===== src/rtl/qss_pkg.sv =====
package qss_pkg;
  typedef enum logic [1:0] {
    QM_ON    = 2'd0,
    QM_OFF   = 2'd1,
    QM_SLICE = 2'd2,
    QM_PIN   = 2'd3
  } qual_mode_e;
endpackage


===== src/rtl/qss_qual_sel.sv =====
module qss_qual_sel
  import qss_pkg::*;
(
  input  logic       clk,
  input  logic       rst,
  input  logic [1:0] mode,
  input  logic       inv,
  input  logic       shift_en,
  input  logic       sdi,
  input  logic       slice_qual,
  input  logic       pin_qual,
  output logic       sdi_s,
  output logic       shift_go
);
  logic en_s, slq_s, pnq_s;
  logic sel_q;

  always_ff @(posedge clk) begin
    if (rst) begin
      en_s  <= 1'b0;
      sdi_s <= 1'b0;
      slq_s <= 1'b0;
      pnq_s <= 1'b0;
    end else begin
      en_s  <= shift_en;
      sdi_s <= sdi;
      slq_s <= slice_qual;
      pnq_s <= pin_qual;
    end
  end

  // Mode constants are chosen first; inversion acts on the mux output.
  always_comb begin
    unique case (qual_mode_e'(mode))
      QM_ON:    sel_q = 1'b1;
      QM_OFF:   sel_q = 1'b0;
      QM_SLICE: sel_q = slq_s;
      QM_PIN:   sel_q = pnq_s;
      default:  sel_q = 1'b0;
    endcase
  end

  assign shift_go = en_s & (sel_q ^ inv);
endmodule


===== src/rtl/qss_bit_counter.sv =====
module qss_bit_counter #(
  parameter int CNT_W = 3
) (
  input  logic             clk,
  input  logic             rst,
  input  logic             step,
  input  logic [CNT_W-1:0] len_m1,
  output logic             last
);
  logic [CNT_W-1:0] cnt;

  assign last = (cnt >= len_m1);

  always_ff @(posedge clk) begin
    if (rst)
      cnt <= '0;
    else if (step)
      cnt <= last ? '0 : cnt + 1'b1;
  end
endmodule


===== src/rtl/qss_shift_reg.sv =====
module qss_shift_reg #(
  parameter int WIDTH = 8
) (
  input  logic             clk,
  input  logic             rst,
  input  logic             step,
  input  logic             din,
  output logic [WIDTH-1:0] nxt
);
  logic [WIDTH-1:0] q;

  assign nxt[WIDTH-1] = din;
  generate
    for (genvar i = 0; i < WIDTH - 1; i++) begin : g_lane
      assign nxt[i] = q[i+1];
    end
  endgenerate

  always_ff @(posedge clk) begin
    if (rst)
      q <= '0;
    else if (step)
      q <= nxt;
  end
endmodule


===== src/rtl/qss_slice.sv =====
module qss_slice #(
  parameter int WIDTH = 8,
  localparam int CNT_W = (WIDTH > 1) ? $clog2(WIDTH) : 1
) (
  input  logic             clk,
  input  logic             rst,
  input  logic [1:0]       cfg_mode,
  input  logic             cfg_inv,
  input  logic [CNT_W-1:0] cfg_len_m1,
  input  logic             shift_en,
  input  logic             sdi,
  input  logic             slice_qual,
  input  logic             pin_qual,
  output logic [WIDTH-1:0] data_out,
  output logic             word_done
);
  logic             sdi_s;
  logic             shift_go;
  logic             last;
  logic [WIDTH-1:0] nxt;

  qss_qual_sel u_qual (
    .clk        (clk),
    .rst        (rst),
    .mode       (cfg_mode),
    .inv        (cfg_inv),
    .shift_en   (shift_en),
    .sdi        (sdi),
    .slice_qual (slice_qual),
    .pin_qual   (pin_qual),
    .sdi_s      (sdi_s),
    .shift_go   (shift_go)
  );

  qss_bit_counter #(.CNT_W(CNT_W)) u_cnt (
    .clk    (clk),
    .rst    (rst),
    .step   (shift_go),
    .len_m1 (cfg_len_m1),
    .last   (last)
  );

  qss_shift_reg #(.WIDTH(WIDTH)) u_sr (
    .clk  (clk),
    .rst  (rst),
    .step (shift_go),
    .din  (sdi_s),
    .nxt  (nxt)
  );

  always_ff @(posedge clk) begin
    if (rst) begin
      data_out  <= '0;
      word_done <= 1'b0;
    end else begin
      word_done <= shift_go & last;
      if (shift_go && last)
        data_out <= nxt;
    end
  end
endmodule


===== config.mk =====
export PLATFORM = sky130hd
export DESIGN_NAME = qss_slice
export DESIGN_NICKNAME = d
export VERILOG_FILES = /design/src/rtl/qss_pkg.sv /design/src/rtl/qss_qual_sel.sv /design/src/rtl/qss_bit_counter.sv /design/src/rtl/qss_shift_reg.sv /design/src/rtl/qss_slice.sv
export SDC_FILE = /design/constraint.sdc
export NUM_CORES = 1
export LEC_CHECK = 0
export ABC_AREA = 0
export ABC_CLOCK_PERIOD_IN_PS = 1750
export BUFFER_PORTS_ARGS = -buffer_cell sky130_fd_sc_hd__buf_2
export CORE_UTILIZATION = 45
export DETAILED_ROUTE_END_ITERATION = 12
export GPL_TIMING_DRIVEN = 1
export PLACE_DENSITY = 0.65
export SETUP_SLACK_MARGIN = 0.5
export SLEW_MARGIN = 20
export SYNTH_ARGS = -nofsm -noshare
export SYNTH_HDL_FRONTEND = slang
export SYNTH_SLANG_ARGS = --single-unit

===== constraint.sdc =====
create_clock -name clk -period 1.75 [get_ports clk]
set_input_delay 0.2625 -clock clk [delete_from_list [all_inputs] [get_ports clk]]
set_output_delay 0.2625 -clock clk [all_outputs]
set_load 0.1 [all_outputs]

# == Word level (Yosys, flattened, before mapping) ==
# Cells that the tools add are included.
# op_classes
n_eq_ne,3
n_addsub,1
n_bitwise,3
muxes,2
order_cmp,1
reduce_logical,2
# ops
op,n
"equality test 2 bit, second input constant",2
one-hot mux 1 bit (4 select lines),1
"adder 3 x 1 -> 3 bit, second input constant",1
>= comparator 3 bit,1
two-way mux 3 bit,1
bitwise AND 1 bit,2
"equality test 2 x 1 -> 1 bit, second input constant",1
logical NOT 2 bit,1
logical AND 1 bit,1
XOR 1 bit,1
# totals
output_inout_bits,9
elab_cells,20
input_bits,12
reg_bits,24

# == Longest topological paths before layout ==
# Gate-level depths: netlist of run 1.
# logic_depth
depth_word,5
mapped_depth,8
depth_no_buf,7

# == Hierarchy ==
# Synthesis of run 1 repeated with hierarchy kept, for this count alone.
# unflattened
hier_cells,102
hier_area_um2,1022.2
# modules_own_cells
mod,cells_each,n_inst,area_each_um2
qss_slice,40,1,396.6
qss_shift_reg,23,1,255.2
qss_bit_counter,25,1,229.0
qss_qual_sel,14,1,141.4

# == Worst setup path before layout of run 1 ==
# OpenSTA, ideal clock, no wires.
# synth_path
path_kind,register to register
startpoint,register u_cnt.cnt[0]
endpoint,register word_done
setup_ns,0.114
setup_slack_ns,0.140
period_less_slack_ns,1.610
n_path_buf,1
path_stages_with_launch,9
t_required_ns,1.636
t_arrival_ns,1.495
path_cell_list,dfxtp_1 > inv_1 > ha_1 > nand2b_1 > a21o_1 > a21oi_4 > nor2b_4 > buf_6 > and2b_1
# synth_via
elab_chain_len,2
# synth_rtl
item,line,source
"start, declared",qss_bit_counter.sv:10,logic [CNT_W-1:0] cnt;
"start signal, assigned",qss_bit_counter.sv:18,cnt <= last ? '0 : cnt + 1'b1;
>= comparator 3 bit,qss_bit_counter.sv:12,assign last = (cnt >= len_m1);
bitwise AND 1 bit,qss_slice.sv:56,word_done <= shift_go & last;
"end signal, assigned",qss_slice.sv:56,
"end, declared",qss_slice.sv:15,output logic word_done
# Every way passes these cells.
# A chain may end at the register's enable or synchronous reset.

# == Final worst setup path of run 1 ==
# layout_path
startpoint,register u_cnt.cnt[0]
endpoint,register data_out[2]
# layout_via
elab_chain_len,2
# layout_rtl
item,line,source
>= comparator 3 bit,qss_bit_counter.sv:12,
logical AND 1 bit,qss_slice.sv:57,if (shift_go && last)
"end signal, assigned",qss_slice.sv:58,data_out <= nxt;
"end, declared",qss_slice.sv:14,"output logic [WIDTH-1:0] data_out,"
# Every way passes these cells.

==> metrics.txt, run 1 <==
status completed; VDD IR max 0.0005424 V; Pre-Repair DR Iteration Count 4; H-tree level count 1; Reg2Reg Setup Slack 0.22 ns; Max Cap Viol 0; row count 16; clk_lat worst skew 0.31 ns; CP Class reg2reg; CP Launch Point u_cnt.cnt[0]$_SDFFE_PP0P_; period utilization 87.23%; P_leak 0.5044 nW; initial core utilization 49.75%; share of cells above drive strength 1 32.52%; CTS root buffer clkbuf_4; # port buffers 20; M2 GR Usage 27.17%; Worst Path Required 1.95 ns; Reg-to-Reg Start u_cnt.cnt[0]$_SDFFE_PP0P_; Ant. Diodes 0; setup violators final 0; Chip Height 49.52 um; critical register-to-register path endpoint data_out[2]$_SDFFE_PP0P_; PD cells 688.8 mW/mm^2; leading area contributor after synthesis dfxtp_1; initial DRC count 3; Synth Warn # 0; aggregate global routing overflow 0; mean routed wirelength per cell 11.32 um; post-synthesis cell area 0.001016 mm^2; sequential area share after synthesis 45.32%; pin count of the biggest net entering global routing 32; post-route ant nets 0; Crit. End Element register; Remaining DRCs 0; Worst Reg-to-Reg Cells 7; number of global-route vias before repair 693; initial antenna violation count 0; clk sinks 23; met1 Use GR 17.82%; die width 49.52 um; IO Pins 21; setup TNS 0 ns; Hold Path Origin slice_qual; first-pass GRT wire length 2.918 mm; top-area cell type share of the netlist area 45.32%; core box area 0.002042 mm^2; Yosys reg bits 23; CP cell instances inv_2 -> ha_4 -> nand2b_4 -> a21o_1 -> a21oi_4 -> nor2b_4 -> mux2i_1; Worst Tran Pin Value 0.4209 ns; GPL Wtd Cong 0.6788; cells after synthesis 98; top cells by area, synth dfxtp_1 (45%), mux2i_1 (15%), nand2b_1 (13%); GRT Overall Usage 15.49%; gr busiest metal met2; drt total wl 1.698 mm; Startpoint Class register; critical path data arrival time 1.72 ns; vias 707; RSZ-0062 raised after global routing yes; area grow syn2layout 24.88%; Final HPWL DP 1.164 mm; count of final max-slew check failures 0; post-layout min period 1.527 ns; Die Area 0.002452 mm^2; syn_area_per_cell 10.37 um^2; drt via density 4.713; Worst Hold End u_qual.slq_s$_SDFF_PP0_; CP Max Fanout 6; Max Freq 0.6550 GHz; clk_skew 0.01011 ns; Final #Nets 140; CP max-delay cell dfxtp_2; Core Util, Final 62.13%; CTS Buffer Depth 2; CP peak stage delay 0.35 ns; Hold Path Cell Cnt 2; hold_buf cts 0; post-synthesis cell type count 22; Final Hold Viols 0; TritonCTS clock tree yes; CTS clock-pin slew for the worst setup and hold paths 0.13 ns; Num CTS Buffers 3; max_slew headroom 71.94%; GRT met3 Usage 2.160%; post-synth net total 114; Hold Path Class in2reg
-- power breakdown --
part / leakage, nW / switching [mW] / internal [mW]
logic: 0.300 / 0.0450 / 0.0539
registers: 0.187 / 0.00411 / 0.532
clock network: 0.0177 / 0.154 / 0.0852
total: 0.504 / 0.203 / 0.671
-- area by class of cell --
class / instances / area, um^2
Clock buffer: 3 / 22.52
Inverter: 3 / 11.26
Clock inverter: 1 / 5.005
Fill cell: 196 / 773.2
Tap cell: 27 / 33.78
Timing Repair Buffer: 25 / 183.9
Sequential cell: 23 / 462.9
Multi-Input combinational cell: 68 / 549.3
-- flip-flops by register name (all words and copies together) (netlist names) --
signal        flops
u_cnt.cnt         3
u_qual.pnq_s      1
u_qual.sdi_s      1
data_out          8
u_qual.en_s       1
word_done         1
u_sr.q            7
u_qual.slq_s      1
-- critical path: cells and delay by family, from the launching register on --
family	cells	cell delay, ns
AOI/OAI and AO/OA	2	0.44
DFF	1	0.35
and+or+nand+nor	2	0.25
adders and majority gates	1	0.19
muxes	1	0.13
buffers and inverters	1	0.07
-- cell families after synthesis --
family                     Yosys count  share of synthesized area (%)
DFF                                 23                          45.32
muxes                               16                          16.13
AOI/OAI and AO/OA                    6                          4.804
adders and majority gates            4                          4.926
buffers and inverters                8                          4.433
and+or+nand+nor                     41                          24.38
-- worst max-delay path by stage --
stage                                to  slack [ns]
6_report       data_out[2]$_SDFFE_PP0P_        0.22
5_1_grt        data_out[4]$_SDFFE_PP0P_        0.12
4_1_cts        data_out[2]$_SDFFE_PP0P_        0.17
3_5_place_dp       word_done$_SDFF_PP0_        0.15
3_3_place_gp       word_done$_SDFF_PP0_        0.19
2_1_floorplan      word_done$_SDFF_PP0_        0.21
-- cells in the final DEF (no fill, tap or decap) --
cell,n
and2b_1,1
nor2b_1,4
buf_2,12
mux2i_2,1
nand2_1,1
a31oi_1,1
nor2_1,7
nand4b_1,1
mux2i_1,15
buf_4,6
dfxtp_1,21
nor2b_4,3
nand3_1,3
nand2b_4,1
ha_1,3
inv_2,1
a21oi_1,2
clkbuf_4,3
inv_1,2
clkinv_2,1
o21ai_2,1
nand2b_1,20
buf_6,7
dfxtp_2,2
a21o_1,1
ha_4,1
a21oi_4,1
nand3b_1,1
-- routing by layer --
layer / vias up / share of wire, %
li1: 371 / -
met2: 6 / 53
met4: 0 / 0.53
met1: 328 / 44
met5: - / 0
met3: 2 / 2.5
-- what timing repair did --
item | in CTS | in global routing
gates cloned | 2 | 0
pin swaps | 3 | 2
resized for setup | 13 | 6
endpoints found under the setup margin | 28 | 25
setup buffers | 2 | 1
-- metrics by stage --
step	hold WS (ns)	power, mW	setup WS, ns	cells	area, um^2
2_1_floorplan	0.3905	0.6092	0.2138	98	1023
3_3_place_gp	0.4609	0.6263	0.1942	141	1131
3_5_place_dp	0.4665	0.6293	0.1543	141	1131
4_1_cts	0.1443	0.8825	0.1655	149	1239
5_1_grt	0.1482	0.9157	0.1231	150	1269
6_report	0.1528	0.8739	0.2234	150	1269
-- cell usage after synthesis --
cell	count
nand4b_1	1
nand3b_1	1
a21o_1	1
dfxtp_1	23
nor2b_1	4
nand2b_1	21
a21oi_1	2
inv_1	3
o21ai_2	1
nand2_1	1
nor2b_2	1
a21oi_4	1
nand3_1	3
mux2i_1	15
nor2b_4	1
nor2_1	7
clkbuf_1	3
and2b_1	1
buf_6	2
mux2i_2	1
a31oi_1	1
ha_1	4
Power figures use the tool's default switching activity.
==> run 2: changes to the inputs <==
==> constraint.sdc (replaced) <==
create_clock -name clk -period 1.75 [get_ports clk]
set_input_delay 0.0875 -clock clk [delete_from_list [all_inputs] [get_ports clk]]
set_output_delay 0.0875 -clock clk [all_outputs]
set_load 0.1 [all_outputs]
==> run 2 against run 1 <==
  * Wire length is 4.6% lower
  * Register-to-register slack is essentially flat
  * Clock power barely moved
  * Worst hold slack improved by 0.038 ns
  * Highest routed layer unchanged
==> metrics.txt, run 2 (synthesis results as in run 1) <==
Seq pwr share 60.9% (-0.4 points); initial DRC count 3 (unchanged); CTS clock-pin slew for the worst setup and hold paths 0.12 ns (about the same); Inst Count DP 141 (unchanged); Num CTS Buffers 3 (unchanged); Max Cap Viol 0 (unchanged); P_leak 0.5080 nW (+0.70%); vias 708 (+0.14%); Startpoint Class register; mean routed wirelength per cell 10.59 um (-6.5%); TritonCTS clock tree yes; clk_lat worst skew 0.30 ns (about the same); WL met3 31 um (-26%); Worst Reg-to-Reg Cells 7 (unchanged); max FFs per register 8 (unchanged); Final WS setup 0.2302 ns (+0.006810 ns); Crit. End Element register; period utilization 86.85% (-0.39 points); Comb pwr share 12.0% (+0.7 points); Final HPWL DP 1.016 mm (-13%); pin count of the biggest net entering global routing 32 (unchanged); IO Pins 21 (unchanged); WHS 0.1905 ns (+0.03770 ns); fin area 0.001259 mm^2 (-0.79%); Hold Path Class in2reg; GPL Wtd Cong 0.6721 (-0.99%); commonest cells after routing, fill and taps aside buf_2 (21), dfxtp_1 (21), nand2b_1 (20); Final Hold Viols 0 (unchanged); VDD IR max 0.0004974 V (-8.3%); top flop regs data_out: 8 flops, u_sr.q: 7 flops, u_cnt.cnt: 3 flops; Max Freq 0.6580 GHz (+0.45%); CP Max Fanout 6 (unchanged); first-pass GRT wire length 2.973 mm (+1.9%); post-route ant nets 0 (unchanged); max layer used met4; Ant. Diodes 0 (unchanged); CTS Buffer Depth 2 (unchanged); setup violators final 0 (unchanged); pre-CTS setup slack 0.1955 ns (+0.04119 ns); Die Area 0.002452 mm^2 (unchanged); status completed; Worst Hold End u_sr.q[1]$_SDFFE_PP0P_; H-tree level count 1 (unchanged); Worst Path Required 1.95 ns (about the same); Chip Height 49.52 um (unchanged); total power 0.8792 mW (+0.61%); die width 49.52 um (unchanged); Hold Path Cell Cnt 2 (unchanged); Remaining DRCs 0 (unchanged); non-filler cells, final 153 (+2.0%); M1 WL 804 um (+7.2%); GRT Overall Usage 15.98% (+0.49 points); post-layout min period 1.520 ns (-0.006810 ns); row count 16 (unchanged); clk_skew 0.002238 ns (-0.007869 ns); Largest Register data_out; count of final max-slew check failures 0 (unchanged); clk sinks 23 (unchanged); Final #Nets 143 (+2.1%); Core Util, Final 61.64% (-0.49 points); placed inst area 0.001126 mm^2 (-0.44%); share of cells above drive strength 1 30.16% (-2.4 points); core box area 0.002042 mm^2 (unchanged); critical register-to-register path endpoint data_out[6]$_SDFFE_PP0P_; max_slew headroom 67.90% (-4.0 points); initial antenna violation count 0 (unchanged); Hold Path Origin rst; drt via density 4.627 (-1.8%); CTS root buffer clkbuf_4; # port buffers 20 (unchanged); setup TNS 0 ns (unchanged); met2 WL post-DR 769 um (-14%); Worst Tran Pin Value 0.4848 ns (+0.06386 ns); initial core utilization 49.75% (unchanged); area grow syn2layout 23.89%; number of global-route vias before repair 720 (+3.9%); sw frac 22.79% (-0.45 points); CP Class reg2reg; Reg-to-Reg Start u_cnt.cnt[0]$_SDFFE_PP0P_; Clk pwr share 27.1% (-0.3 points); Reg2Reg Setup Slack 0.23 ns (about the same); aggregate global routing overflow 0 (unchanged); drt total wl 1.620 mm (-4.6%); sw power 0.2003 mW (-1.3%); RSZ-0062 raised after global routing yes; critical path data arrival time 1.72 ns (about the same); Pre-Repair DR Iteration Count 3 (-1); internal power 0.6788 mW (+1.2%); PD cells 698.5 mW/mm^2 (+1.4%)
run 2: how the worst max path moves through the flow:
stage,end,depth (start not counted),start,slack [ns]
detailed placement,data_out[2]$_SDFFE_PP0P_,7,u_cnt.cnt[0]$_SDFFE_PP0P_,0.20
global route,u_cnt.cnt[2]$_SDFFE_PP0P_,7,u_cnt.cnt[0]$_SDFFE_PP0P_,0.16
finish,data_out[6]$_SDFFE_PP0P_,7,u_cnt.cnt[0]$_SDFFE_PP0P_,0.23
floorplan,word_done$_SDFF_PP0_,8,u_cnt.cnt[0]$_SDFFE_PP0P_,0.21
CTS,data_out[6]$_SDFFE_PP0P_,7,u_cnt.cnt[0]$_SDFFE_PP0P_,0.20
global placement,data_out[1]$_SDFFE_PP0P_,7,u_cnt.cnt[0]$_SDFFE_PP0P_,0.23
run 2: worst max-delay path, cell delays in order, from the launching register on:
cell and delay (ns):
dfxtp_2 0.35, inv_2 0.05, ha_4 0.20, nand2b_4 0.13, a21o_1 0.17, a21oi_4 0.26
nor2b_4 0.12, mux2i_1 0.13
run 2: area by class of cell:
cell class	instances	area, um^2
multi-input combinational	68	553.0
clock buffer	4	26.28
sequential	23	462.9
tap	27	33.78
timing repair buffer	28	171.4
fill	206	783.3
inverter	3	11.26
run 2: power by group through the flow:
stage / clock network, mW / logic [mW] / registers [mW]
6_report: 0.238 / 0.105 / 0.535
4_1_cts: 0.247 / 0.102 / 0.535
2_1_floorplan: 0 / 0.0576 / 0.550
3_3_place_gp: 0 / 0.0772 / 0.547
5_1_grt: 0.267 / 0.116 / 0.537
3_5_place_dp: 0 / 0.0784 / 0.548
run 2: what timing repair did:
action / in CTS / in global routing
buffers inserted: 2 / 0
gates resized for setup: 4 / 1
pin swaps: 3 / 5
gates cloned: 2 / 0
setup endpoints to repair: 19 / 19
endpoints found under the hold margin: 4 / 0
hold buffers: 4 / 0
run 2: per-layer routing:
layer  track usage, %  vias to the layer above
met4            10.00                        0
met2            26.71                        6
met5                0                        -
met3            2.160                        2
met1            19.27                      321
li1                 -                      379
==> run 3: changes to the inputs <==
- ABC_CLOCK_PERIOD_IN_PS: 1750 -> 1600
- CORE_MARGIN: unset -> 2
- RECOVER_POWER: unset -> 25
- clock period: 1.75 -> 1.6 ns (I/O delays scaled with it)
==> run 3 against run 2 <==
  * Critical path depth unchanged
  * Core utilization decreased by 2.8 points
  * Die area increased by 8.2%
  * Wire length increased by 5.9%
==> metrics.txt, run 3 (synthesis results as in run 1) <==
Max Freq 0.6558 GHz (-0.33%); most common cell after layout, fill and taps aside dfxtp_1; Remaining DRCs 0 (unchanged); CP max-delay cell dfxtp_2; PD cells 758.4 mW/mm^2 (+8.6%); CP Max Fanout 6 (unchanged); Num CTS Buffers 3 (unchanged); initial antenna violation count 0 (unchanged); Ant. Diodes 0 (unchanged); period utilization 95.30% (+8.5 points); # port buffers 20 (unchanged); CP peak stage delay 0.35 ns (about the same); setup violators final 0 (unchanged); die width 51.52 um (+4.0%); post-layout min period 1.525 ns (+0.005024 ns); Hold Path Origin rst; initial DRC count 5 (+2); Worst Tran Pin Value 0.5403 ns (+0.05548 ns); number of buffers and inverters on the critical path 1 (unchanged); CP cell instances inv_2 -> ha_4 -> nand2b_4 -> a21o_1 -> a21oi_4 -> nor2b_4 -> mux2i_1; Reg-to-Reg Start u_cnt.cnt[0]$_SDFFE_PP0P_; drt total wl 1.715 mm (+5.9%); commonest cells after routing, fill and taps aside dfxtp_1 (21), nand2b_1 (20), mux2i_1 (15); Hold Path Cell Cnt 2 (unchanged); clk_skew 0.005550 ns (+0.003312 ns); Worst Hold End u_sr.q[1]$_SDFFE_PP0P_; CTS clock-pin slew for the worst setup and hold paths 0.12 ns (about the same); Largest Register data_out; clk sinks 23 (unchanged); CP Launch Point u_cnt.cnt[0]$_SDFFE_PP0P_; CTS root buffer clkbuf_4; count of final max-slew check failures 0 (unchanged); GRT Overall Usage 14.39% (-1.6 points); status completed; number of global-route vias before repair 620 (-14%); Worst Reg-to-Reg Cells 7 (unchanged); Reg2Reg Setup Slack 0.08 ns (-0.16 ns); Final Hold Viols 0 (unchanged); Max Cap Viol 0 (unchanged); row count 17 (+1); P_leak 0.5070 nW (-0.19%); vias 720 (+1.7%); Die Area 0.002654 mm^2 (+8.2%); CP Class reg2reg; CTS Buffer Depth 2 (unchanged); Worst Path Required 1.81 ns (-0.14 ns); top flop regs data_out: 8 flops, u_sr.q: 7 flops, u_cnt.cnt: 3 flops; first-pass GRT wire length 2.691 mm (-9.5%); max FFs per register 8 (unchanged); area grow syn2layout 25.62%; Final #Nets 143 (unchanged); pin count of the biggest net entering global routing 32 (unchanged); mean routed wirelength per cell 11.14 um (+5.2%); Chip Height 51.52 um (+4.0%); cell family with most CP delay compound AO/OA/AOI/OAI gates; Worst path depth 7 (unchanged); critical path data arrival time 1.73 ns (about the same); post-route ant nets 0 (unchanged); RSZ-0062 raised after global routing yes; clk_lat worst skew 0.31 ns (about the same); Pre-Repair DR Iteration Count 4 (+1); Crit. End Element register; Final HPWL DP 1.092 mm (+7.6%); TritonCTS clock tree yes; Startpoint Class register; max_slew headroom 64.14% (-3.8 points); Hold Path Class in2reg; IO Pins 21 (unchanged); critical register-to-register path endpoint data_out[6]$_SDFFE_PP0P_; aggregate global routing overflow 0 (unchanged); GPL Wtd Cong 0.6705 (-0.24%); drt via density 4.675 (+1.0%); H-tree level count 1 (unchanged); share of cells above drive strength 1 30.95% (+0.79 points); VDD IR max 0.0005497 V (+11%); initial core utilization 46.83% (-2.9 points); core box area 0.002170 mm^2 (+6.2%); total power 0.9679 mW (+10%); setup TNS 0 ns (unchanged)
## run 3: what timing repair did
action	4_1_cts	5_1_grt
pin swaps	3	4
hold buffers	4	0
hold endpoints to repair	4	0
gates cloned	2	0
setup buffers	2	0
endpoints found under the setup margin	28	20
resized for setup	13	2
## run 3: layer usage
metal  wire (um)  global-route usage (%)  up-vias
met5           0                       0        -
met1         816                   17.73      330
li1            -                       -      377
met2         811                   22.44        8
met3          35                   1.724        5
met4          51                   11.84        0
## run 3: metrics by stage
step / std cells / hold slack, ns / setup slack [ns] / utilization [%] / area (um^2)
final: 154 / 0.1744 / 0.07518 / 58.82 / 1276
after global routing: 154 / 0.1921 / -0.03757 / 58.82 / 1276
after floorplan: 98 / 0.2080 / 0.06381 / - / 1018
after detailed placement: 142 / 0.2966 / 0.009160 / 51.96 / 1127
after global placement: 142 / 0.2945 / 0.08934 / 51.96 / 1127
after CTS: 154 / 0.1652 / 0.03790 / 58.77 / 1275
## run 3: worst reg2reg max path: stages, from the launching register on
cell,delay [ns]
dfxtp_2,0.35
inv_2,0.07
ha_4,0.19
nand2b_4,0.12
a21o_1,0.17
a21oi_4,0.26
nor2b_4,0.12
mux2i_1,0.14
## run 3: how the worst max path moves through the flow
stage	to	slack, ns
after floorplan	word_done$_SDFF_PP0_	0.06
after global placement	data_out[1]$_SDFFE_PP0P_	0.09
after detailed placement	data_out[7]$_SDFFE_PP0P_	0.009
after CTS	data_out[7]$_SDFFE_PP0P_	0.04
after global routing	data_out[6]$_SDFFE_PP0P_	-0.04
final	data_out[6]$_SDFFE_PP0P_	0.08
## run 3: layout make-up
cell class / instances / area [um^2]
multi-input combinational: 68 / 553.0
clock buffer: 3 / 22.52
fill: 212 / 893.4
tap: 28 / 35.03
clock inverter: 1 / 5.005
timing repair buffer: 28 / 186.4
sequential: 23 / 462.9
inverter: 3 / 11.26
## run 3: power breakdown
group	internal, mW	switching [mW]
logic	0.0634	0.0517
clock network	0.0936	0.173
registers	0.582	0.00425
total	0.739	0.229
